<file path="config.mk">
export PLATFORM = sky130hd
export DESIGN_NAME = sof_frame_timer
export DESIGN_NICKNAME = d
export VERILOG_FILES = /design/src/rtl/sof_timer_pkg.sv /design/src/rtl/sof_period_latch.sv /design/src/rtl/sof_cycle_counter.sv /design/src/rtl/sof_frame_number.sv /design/src/rtl/sof_frame_timer.sv
export SDC_FILE = /design/constraint.sdc
export NUM_CORES = 1
export LEC_CHECK = 0
export BUFFER_PORTS_ARGS = -buffer_cell sky130_fd_sc_hd__buf_2
export CORE_MARGIN = 2
export CORE_UTILIZATION = 35
export DETAILED_ROUTE_END_ITERATION = 8
export PLACE_DENSITY_LB_ADDON = 0.15
export RECOVER_POWER = 25
export SLEW_MARGIN = 20
export SYNTH_ARGS = -nofsm -noshare
export SYNTH_HDL_FRONTEND = slang
export SYNTH_SLANG_ARGS = --single-unit
</file>
<file path="constraint.sdc">
create_clock -name clk -period 3.4 [get_ports clk]
set_clock_uncertainty 0.2 [all_clocks]
set_input_delay 0.68 -clock clk [delete_from_list [all_inputs] [get_ports clk]]
set_output_delay 0.68 -clock clk [all_outputs]
set_load 0.02 [all_outputs]
</file>
<file path="src/rtl/sof_timer_pkg.sv">
package sof_timer_pkg;

  // Sign-extend the low `w` bits of `raw` to a signed integer.
  function automatic int trim_offset(input logic [15:0] raw, input int unsigned w);
    int v;
    v = int'(raw & 16'((32'd1 << w) - 1));
    if (raw[w-1])
      v = v - (32'sd1 <<< w);
    return v;
  endfunction

endpackage

</file>
<file path="src/rtl/sof_period_latch.sv">
module sof_period_latch #(
  parameter int unsigned NOM_PERIOD = 12000,
  parameter int unsigned TRIM_W     = 8,
  parameter int unsigned CNT_W      = 14
) (
  input  logic              clk,
  input  logic              rst,
  input  logic              load,
  input  logic [TRIM_W-1:0] trim,
  output logic [CNT_W-1:0]  period_q
);
  import sof_timer_pkg::*;

  logic [CNT_W-1:0] period_d;

  always_comb begin
    period_d = CNT_W'(int'(NOM_PERIOD) + trim_offset(16'(trim), TRIM_W));
  end

  // Period is captured only at a boundary (or continuously while idle).
  always_ff @(posedge clk) begin
    if (rst)
      period_q <= CNT_W'(NOM_PERIOD);
    else if (load)
      period_q <= period_d;
  end
endmodule

</file>
<file path="src/rtl/sof_cycle_counter.sv">
module sof_cycle_counter #(
  parameter int unsigned CNT_W = 14
) (
  input  logic             clk,
  input  logic             rst,
  input  logic             run,
  input  logic [CNT_W-1:0] period,
  output logic             wrap
);
  logic [CNT_W-1:0] cnt_q;

  assign wrap = run && (cnt_q == period - CNT_W'(1));

  always_ff @(posedge clk) begin
    if (rst || !run)
      cnt_q <= '0;
    else if (wrap)
      cnt_q <= '0;
    else
      cnt_q <= cnt_q + CNT_W'(1);
  end
endmodule

</file>
<file path="src/rtl/sof_frame_number.sv">
module sof_frame_number #(
  parameter int unsigned FNUM_W = 11
) (
  input  logic              clk,
  input  logic              rst,
  input  logic              run,
  input  logic              wrap,
  output logic              sof_q,
  output logic [FNUM_W-1:0] fnum_q
);
  always_ff @(posedge clk) begin
    if (rst || !run) begin
      sof_q  <= 1'b0;
      fnum_q <= '0;
    end else begin
      sof_q <= wrap;
      if (wrap)
        fnum_q <= fnum_q + FNUM_W'(1);
    end
  end
endmodule

</file>
<file path="src/rtl/sof_frame_timer.sv">
module sof_frame_timer #(
  parameter int unsigned NOM_PERIOD = 12000,
  parameter int unsigned TRIM_W     = 8,
  parameter int unsigned FNUM_W     = 11
) (
  input  logic              clk,
  input  logic              rst,
  input  logic              host_en,
  input  logic [TRIM_W-1:0] trim_in,
  output logic              sof_pulse,
  output logic [FNUM_W-1:0] frame_num
);
  localparam int unsigned MAX_PERIOD = NOM_PERIOD + (2 ** (TRIM_W - 1)) - 1;
  localparam int unsigned CNT_W      = $clog2(MAX_PERIOD + 1);

  logic [CNT_W-1:0] period_q;
  logic             wrap;
  logic             load_period;

  assign load_period = !host_en || wrap;

  sof_period_latch #(
    .NOM_PERIOD(NOM_PERIOD),
    .TRIM_W    (TRIM_W),
    .CNT_W     (CNT_W)
  ) u_latch (
    .clk     (clk),
    .rst     (rst),
    .load    (load_period),
    .trim    (trim_in),
    .period_q(period_q)
  );

  sof_cycle_counter #(
    .CNT_W(CNT_W)
  ) u_count (
    .clk   (clk),
    .rst   (rst),
    .run   (host_en),
    .period(period_q),
    .wrap  (wrap)
  );

  sof_frame_number #(
    .FNUM_W(FNUM_W)
  ) u_fnum (
    .clk   (clk),
    .rst   (rst),
    .run   (host_en),
    .wrap  (wrap),
    .sof_q (sof_pulse),
    .fnum_q(frame_num)
  );
endmodule

</file>
Yosys cells after proc, flatten, opt, wreduce, memory -nomap -nowiden:

Cells that the tools add are included.

* flip-flop bits (word level): 40
* bits of input ports: 11
* output and inout port bits: 12
* logic and storage cells: 16

* add/sub/neg operators: 5
* equality and inequality tests: 1
* multiplexer cells: 1
* reduce and logical (&&, ||, !) cells: 5

Operators by type and width (number)
* adder 14 x 1 -> 14 bit, second input constant: 1
* adder 14 bit, first input constant: 1
* == test 14 bit: 1
* two-way mux 14 bit: 1
* subtractor 14 x 1 -> 14 bit, second input constant: 1
* adder 11 x 1 -> 11 bit, second input constant: 1
* subtractor 8 x 9 -> 10 bit, second input constant: 1
* logical OR 1 bit: 2
* OR reduction 2 bit: 1
* logical AND 1 bit: 1
* logical NOT 1 bit: 1

Longest topological paths before layout:

Gate-level depths: netlist (run 1).

* word-level depth: 4
* depth in mapped cells: 10
* mapped depth without buffers: 8

Cells and area by module:

From an unflattened synthesis (run 1), not the netlist that was laid out.

* cell total of the unflattened synthesis: 257
* area total of the unflattened synthesis: 2112.0 µm²

Modules (own cells, without submodules)
* sof_cycle_counter: times used 1, cells each 155, area an instance 1161.1 µm², seq. area each 280.3 µm²
* sof_frame_number: times used 1, cells each 56, area an instance 531.8 µm², seq. area each 240.2 µm²
* sof_period_latch: times used 1, cells each 45, area an instance 412.9 µm², seq. area each 180.2 µm²
* sof_frame_timer: times used 1, cells each 1, area an instance 6.3 µm², seq. area each 0.0 µm²

Worst setup path before layout (run 1):

OpenSTA, ideal clock, no wires.

* path kind: flip-flop to flip-flop
* start: register u_latch.period_q[0]
* end: register u_fnum.fnum_q[5]
* library setup time: 70 ps
* arrival time: 2483 ps
* required time: 3130 ps
* slack: 647 ps
* cell stages (with the launch flop): 10
* path buffers: 1
* clock period less this slack: 2753 ps
* cells stage by stage: dfxtp_1 inv_1 ha_1 or3b_1 nor3_2 xnor2_1 or4_1 buf_2 or4_1 a21oi_1

* word-level cells in the longest chain between the ends: 3

Ends and longest elaborated chain
* start, declared: RTL line sof_period_latch.sv:10 `output logic [CNT_W-1:0] period_q`
* start signal, assigned: RTL line sof_period_latch.sv:23 `period_q <= CNT_W'(NOM_PERIOD);`
* start signal, assigned: RTL line sof_period_latch.sv:25 `period_q <= period_d;`
* subtractor 14 x 1 -> 14 bit: RTL line sof_cycle_counter.sv:12 `assign wrap = run && (cnt_q == period - CNT_W'(1));`
* == test 14 bit: RTL line sof_cycle_counter.sv:12
* logical AND 1 bit: RTL line sof_cycle_counter.sv:12
* end signal, assigned: RTL line sof_frame_number.sv:18 `fnum_q <= fnum_q + FNUM_W'(1);`
* end, declared: RTL line sof_frame_number.sv:9 `output logic [FNUM_W-1:0] fnum_q`

No other way between the ends.
A chain may end at the register's enable or synchronous reset.

Final worst setup path (run 1):

Ends and elaborated chain as after synthesis.

==> reports/results.ini, run 1 <==
[status]
status = finished, final reports clean

[critical_path]
worstReg2RegStart = u_latch.period_q[0]
crit_fanout = 18
path_delay_family = simple AND/OR/NAND/NOR gates
cpMostUsedCell = or4_1
worstPathRequired_ns = 3.40
cp_slowest_cell = or4_1
cp-end-kind = register
path_cells = inv_1, ha_1, or3b_1, nor3_2, xnor2_1, or4_1, or4_1, a21oi_1
r2r_setup_slack_ns = 0.27
rr_endpoint = u_fnum.fnum_q[5]
critical_path_arrival_ns = 3.14
cp_slowest_stage_delay_ns = 0.79
reg2reg_depth = 8
crit_buf_inv = 1
cp-start-kind = register
crit_type = reg -> reg

[route]
vias = 1644
wl_um = 3810
drtIter0Drc = 61
avgRoutedWirePerCell_um = 11.8
ant_nets = 0
route.detailed.drc = 0
first_pass_iters = 4
viasPerCell = 5.11

[logic_synthesis]
synth_seq_area_share_pct = 35.9
synthArstFlopShare_pct = 0
yosysUniqueCellTypes = 46
synth_fp_nets = 244
synth-edff-count = 0
synth-seq-cells = 35
yosys_most_used_dff = dfxtp_1
syn_area_sq_um = 1950
yosysWarnings = 0
syn_inst = 229
synth.avg_cell_area_sq_um = 8.52

[cts]
cts.clk_slew.worst_paths_ns = 0.07
clockRootBuffer = clkbuf_8
postCtsSetupBuffers = 0
worstSkewPairLatency_ns = 0.27
hold_buffers = 0
htreeDepth = 2
cts_tree = built
clock-sinks = 35
cts_made_buffers = 5
clk_path_buf_depth = 2
cts_resized = 0

[hold_path]
holdCritPathClass = reg -> reg
hp-start = u_fnum.fnum_q[9]
hold_end = u_fnum.fnum_q[9]
hold_depth = 2

[cells_and_area]
diodes = 0
final_cell_mix = dfxtp_1, nor2_1, nand2b_1
drive_gt1_share_pct = 10.8
final_common_cell = dfxtp_1
nets = 264
area_growth_pct = 13.5
final_area_sq_um = 2210

[sta]
fin_ws_ns = 0.267
max_freq_mhz = 319
hold_viol_final = 0
fin_setup_tns_ns = 0
tightestPinTransition_ns = 0.808
setup_violations = 0
finalMaxSlewViolations = 0
period_minus_slack_ns = 3.13
min_period_over_period_pct = 92.1
slew-limit-headroom_pct = 46.0
rsz0062_at_grt = no

[floorplanning]
fp.dieH_um = 78.7
num_rows = 27
initial_core_util_pct = 35.9
io_pins = 23
die_w_um = 78.7
die-area_sq_um = 6190
core_area_sq_um = 5440

[power_and_ir_drop]
ir_drop_v = 0.000232
cellLeakagePower_nw = 0.790
powerDensity_nw_per_um2 = 382

[grt]
antenna_found_initial = 0
grt_pass1_wl_um = 6930
grt_remaining_overflow = 0
grt.total_usage_pct = 13.8
grt_pass1_vias = 1568
grt_start_max_net_pins = 21

[placement]
place_area_sq_um = 2130
dp_slack_ns = 0.284
place.gp.congestion = 0.779
place_hpwl_um = 2840
io_buffers = 22

[flow_run]
maxCapViolCount = 0

==> worst min-delay path, stage by stage (launching register included) <==
cell and delay, ns:
dfxtp_1 0.34, nand2_1 0.06, mux2i_1 0.05
==> cell families (layout without fill, tap and decap cells) <==
| group | after synthesis | after routing | synth area share (%) |
|---|---|---|---|
| xor gates and xnor gates | 24 | 24 | 10.8 |
| DFF | 35 | 35 | 35.9 |
| muxes | 10 | 10 | 5.19 |
| buffers and inverters | 20 | 41 | 4.10 |
| and+or+nand+nor | 101 | 101 | 28.5 |
| adders and majority gates | 4 | 4 | 2.56 |
| AOI/OAI and AO/OA | 35 | 35 | 12.9 |
==> where the power goes <==
| part | switching [mW] | internal, mW | total [mW] | leakage (nW) |
|---|---|---|---|---|
| combinational | 0.0468 | 0.0406 | 0.0873 | 0.455 |
| sequential | 0.0130 | 0.418 | 0.431 | 0.284 |
| clock | 0.142 | 0.185 | 0.327 | 0.0515 |
| total | 0.202 | 0.644 | 0.845 | 0.790 |
==> metal layers <==
metal  GRT usage, %  vias up  routed length (um)
met3           3.91        2                 167
met1           16.2      759                1810
met5              0        -                   0
li1               -      855                   -
met2           24.0       28                1810
met4           4.21        0                  24
==> final cells by class <==
| type | instances | area, sq um |
|---|---|---|
| multi-input cells | 174 | 1170 |
| clock buffers | 8 | 100 |
| well taps | 72 | 90.1 |
| flip-flops and latches | 35 | 701 |
| fillers | 566 | 3220 |
| inverters | 7 | 26.3 |
| repair buffers | 26 | 126 |
==> how the worst max path moves through the flow <==
stage / from / endpoint / slack (ns) / depth (start not counted)
after floorplan: u_latch.period_q[0] / u_fnum.fnum_q[5] / 0.65 / 9
after global placement: u_latch.period_q[0] / u_fnum.fnum_q[5] / 0.33 / 8
after detailed placement: u_latch.period_q[0] / u_fnum.fnum_q[5] / 0.28 / 8
after CTS: u_latch.period_q[0] / u_fnum.fnum_q[5] / 0.26 / 8
after global routing: u_latch.period_q[0] / u_fnum.fnum_q[9] / 0.08 / 8
final: u_latch.period_q[0] / u_fnum.fnum_q[5] / 0.27 / 8
==> stage by stage <==
step	hold WS, ns	cells	util, %	power (mW)
5_1_grt	0.335	322	40.7	0.896
4_1_cts	0.296	322	41.0	0.864
6_report	0.296	322	40.7	0.845
3_3_place_gp	0.284	314	39.1	0.529
3_5_place_dp	0.285	314	39.1	0.528
2_1_floorplan	0.253	229	-	0.505
==> synth_stat cells (2+ instances only) <==
library cell	count	area, sq um
a21oi_1	6	30.0
a31oi_1	3	18.8
a41o_1	2	20.0
and3_1	6	37.5
buf_2	4	20.0
clkbuf_1	8	30.0
dfxtp_1	35	701
ha_1	4	50.1
inv_1	7	26.3
mux2i_1	9	90.1
nand2_1	8	30.0
nand2b_1	17	106
nand3_1	12	60.1
nand4_1	3	18.8
nor2_1	30	113
nor2b_1	5	31.3
nor3_1	4	20.0
nor4_2	2	25.0
o21ai_0	2	10.0
o21ai_1	3	15.0
o22ai_1	2	12.5
o311ai_0	2	17.5
o311ai_1	2	17.5
o31ai_1	2	15.0
o41ai_1	4	35.0
or3_1	2	12.5
or4_1	4	30.0
xnor2_1	15	131
xor2_1	9	78.8
==> state kept, by name, indices dropped and copies added (netlist names) <==
name              count
u_count.cnt_q        14
u_fnum.fnum_q        11
u_fnum.sof_q          1
u_latch.period_q      9
Note: power is estimated with default switching activity, not from simulation.
==> run 2, diff against run 1 <==
--- a/config.mk
+++ b/config.mk
@@ -7,7 +7,7 @@
 export LEC_CHECK = 0
 export BUFFER_PORTS_ARGS = -buffer_cell sky130_fd_sc_hd__buf_2
 export CORE_MARGIN = 2
-export CORE_UTILIZATION = 35
+export CORE_UTILIZATION = 40
 export DETAILED_ROUTE_END_ITERATION = 8
 export PLACE_DENSITY_LB_ADDON = 0.15
 export RECOVER_POWER = 25
==> run 2 against run 1 <==
Compared with the run above: combinational power down 0.6%; routed wire length down 1.2%; first-iteration DRC count down 46%; worst hold slack worse by 0.0025 ns; clock power about the same; die area down 12%; count of clock-buffer cells in the layout unchanged; flip-flop and latch count unchanged; via count down 0.91%; critical path depth unchanged; register-to-register slack about the same; sequential share of layout area up 0.090 points; critical path type unchanged.
==> reports/results.ini, run 2 (synthesized netlist as in run 1, its figures left out) <==
[sta]
max_freq_mhz = 319  ; about the same
rsz0062_at_grt = no  ; unchanged
period_minus_slack_ns = 3.13  ; about the same
finalMaxSlewViolations = 0  ; unchanged
tightestPinTransition_ns = 0.797  ; was 0.808 ns
fin_setup_tns_ns = 0  ; unchanged
slew-limit-headroom_pct = 46.8  ; was 46.0%
min_period_over_period_pct = 92.1  ; about the same
hold_viol_final = 0  ; unchanged
fin_hold_ws_ns = 0.293  ; was 0.296 ns
setup_violations = 0  ; unchanged

[cells_and_area]
nets = 264  ; unchanged
drive_gt1_share_pct = 10.8  ; unchanged
final_area_sq_um = 2210  ; about the same
largest_reg_flops = 14  ; unchanged
area_growth_pct = 13.1  ; was 13.5%
fillers = 480  ; was 566
reg.largest.list = u_count.cnt_q: 14 flops, u_fnum.fnum_q: 11 flops, u_latch.period_q: 9 flops  ; unchanged
regMostFlops = u_count.cnt_q  ; unchanged
final_cell_mix = dfxtp_1, nor2_1, nand2b_1  ; unchanged
final_common_cell = dfxtp_1  ; unchanged
diodes = 0  ; unchanged

[critical_path]
crit_type = reg -> reg  ; unchanged
worstPathRequired_ns = 3.42  ; was 3.40 ns
r2r_setup_slack_ns = 0.27  ; about the same
path_cells = inv_1, ha_1, or3b_1, nor3_2, xnor2_1, or4_1, or4_1, a21oi_1  ; unchanged
cp-end-kind = register  ; unchanged
cp_slowest_cell = or4_1  ; unchanged
path_delay_family = simple AND/OR/NAND/NOR gates  ; unchanged
crit_buf_inv = 1  ; unchanged
critical_path_arrival_ns = 3.15  ; was 3.14 ns
cpMostUsedCell = or4_1  ; unchanged
cp_slowest_stage_delay_ns = 0.79  ; about the same
crit_fanout = 18  ; unchanged
cp-start-kind = register  ; unchanged

[power_and_ir_drop]
ir_drop_v = 0.000187  ; was 0.000232 V
powerDensity_nw_per_um2 = 383  ; was 382 nW/um^2
total_power_uw = 847  ; was 845 uW
cellLeakagePower_nw = 0.790  ; unchanged

[route]
avgRoutedWirePerCell_um = 11.9  ; was 11.8 um
route.detailed.drc = 0  ; unchanged
ant_nets = 0  ; unchanged
viasPerCell = 5.14  ; was 5.11
vias = 1629  ; was 1644
drtIter0Drc = 33  ; was 61
wl_um = 3770  ; was 3810 um
first_pass_iters = 4  ; unchanged

[cts]
hold_buffers = 0  ; unchanged
clockRootBuffer = clkbuf_8  ; unchanged
worstSkewPairLatency_ns = 0.28  ; was 0.27 ns
cts_resized = 0  ; unchanged
clock-sinks = 35  ; unchanged
htreeDepth = 2  ; unchanged
cts_tree = built  ; unchanged
clk_path_buf_depth = 2  ; unchanged
cts.clk_slew.worst_paths_ns = 0.07  ; about the same
postCtsSetupBuffers = 0  ; unchanged
cts_made_buffers = 5  ; unchanged

[grt]
grt_start_max_net_pins = 21  ; unchanged
grt.total_usage_pct = 15.7  ; was 13.8%
grt_pass1_wl_um = 6720  ; was 6930 um
grt_pass1_vias = 1499  ; was 1568
antenna_found_initial = 0  ; unchanged
grt_remaining_overflow = 0  ; unchanged

[placement]
place_hpwl_um = 2690  ; was 2840 um
place_area_sq_um = 2120  ; was 2130 sq um
place.gp.congestion = 0.769  ; was 0.779
io_buffers = 22  ; unchanged

[status]
status = finished, final reports clean  ; unchanged

[hold_path]
holdCritPathClass = reg -> reg  ; unchanged

[floorplanning]
fp.dieH_um = 73.9  ; was 78.7 um
die-area_sq_um = 5450  ; was 6190 sq um
die_w_um = 73.9  ; was 78.7 um
num_rows = 25  ; was 27
initial_core_util_pct = 41.3  ; was 35.9%
io_pins = 23  ; unchanged
core_area_sq_um = 4720  ; was 5440 sq um

[flow_run]
maxCapViolCount = 0  ; unchanged

run 2: where the power goes:
group	internal [mW]	switching, mW	total [mW]	leakage [nW]
sequential	0.418	0.0124	0.431	0.284
combinational	0.0406	0.0463	0.0868	0.455
clock	0.185	0.145	0.329	0.0515
total	0.644	0.203	0.847	0.790
run 2: final cells by class:
cell class / instances / area (sq um) / share of cell area, %
multi-input combinational: 174 / 1170 / 53.0
sequential: 35 / 701 / 31.7
timing repair buffer: 26 / 126 / 5.72
clock buffer: 8 / 100 / 4.53
tap: 67 / 83.8 / 3.80
inverter: 7 / 26.3 / 1.19
run 2: path summary, 6_finish.rpt:
path                            start                to  cells past startpoint
setup / recovery  u_latch.period_q[0]  u_fnum.fnum_q[5]                      8
hold / removal       u_fnum.fnum_q[9]  u_fnum.fnum_q[9]                      2
setup reg to reg  u_latch.period_q[0]  u_fnum.fnum_q[5]                      8
hold reg to reg      u_fnum.fnum_q[9]  u_fnum.fnum_q[9]                      2
run 2: per-stage QoR:
stage / setup WS, ns / utilization, % / cells
global placement: 0.334 / 44.9 / 309
CTS: 0.277 / 47.0 / 317
global route: 0.109 / 46.8 / 317
finish: 0.269 / 46.8 / 317
floorplan: 0.647 / - / 229
detailed placement: 0.296 / 44.9 / 309
run 2: worst reg2reg max path, cell delays in order, from the launching register on:
cell	delay, ns
dfxtp_1	0.34
inv_1	0.10
ha_1	0.25
or3b_1	0.43
nor3_2	0.15
xnor2_1	0.10
or4_1	0.79
or4_1	0.56
a21oi_1	0.14
run 2: per-layer routing:
metal | GRT usage, % | part of all wire (%)
met5 | 0 | 0
met4 | 6.06 | 1.2
met3 | 4.12 | 4.0
met2 | 25.0 | 46
met1 | 20.3 | 49
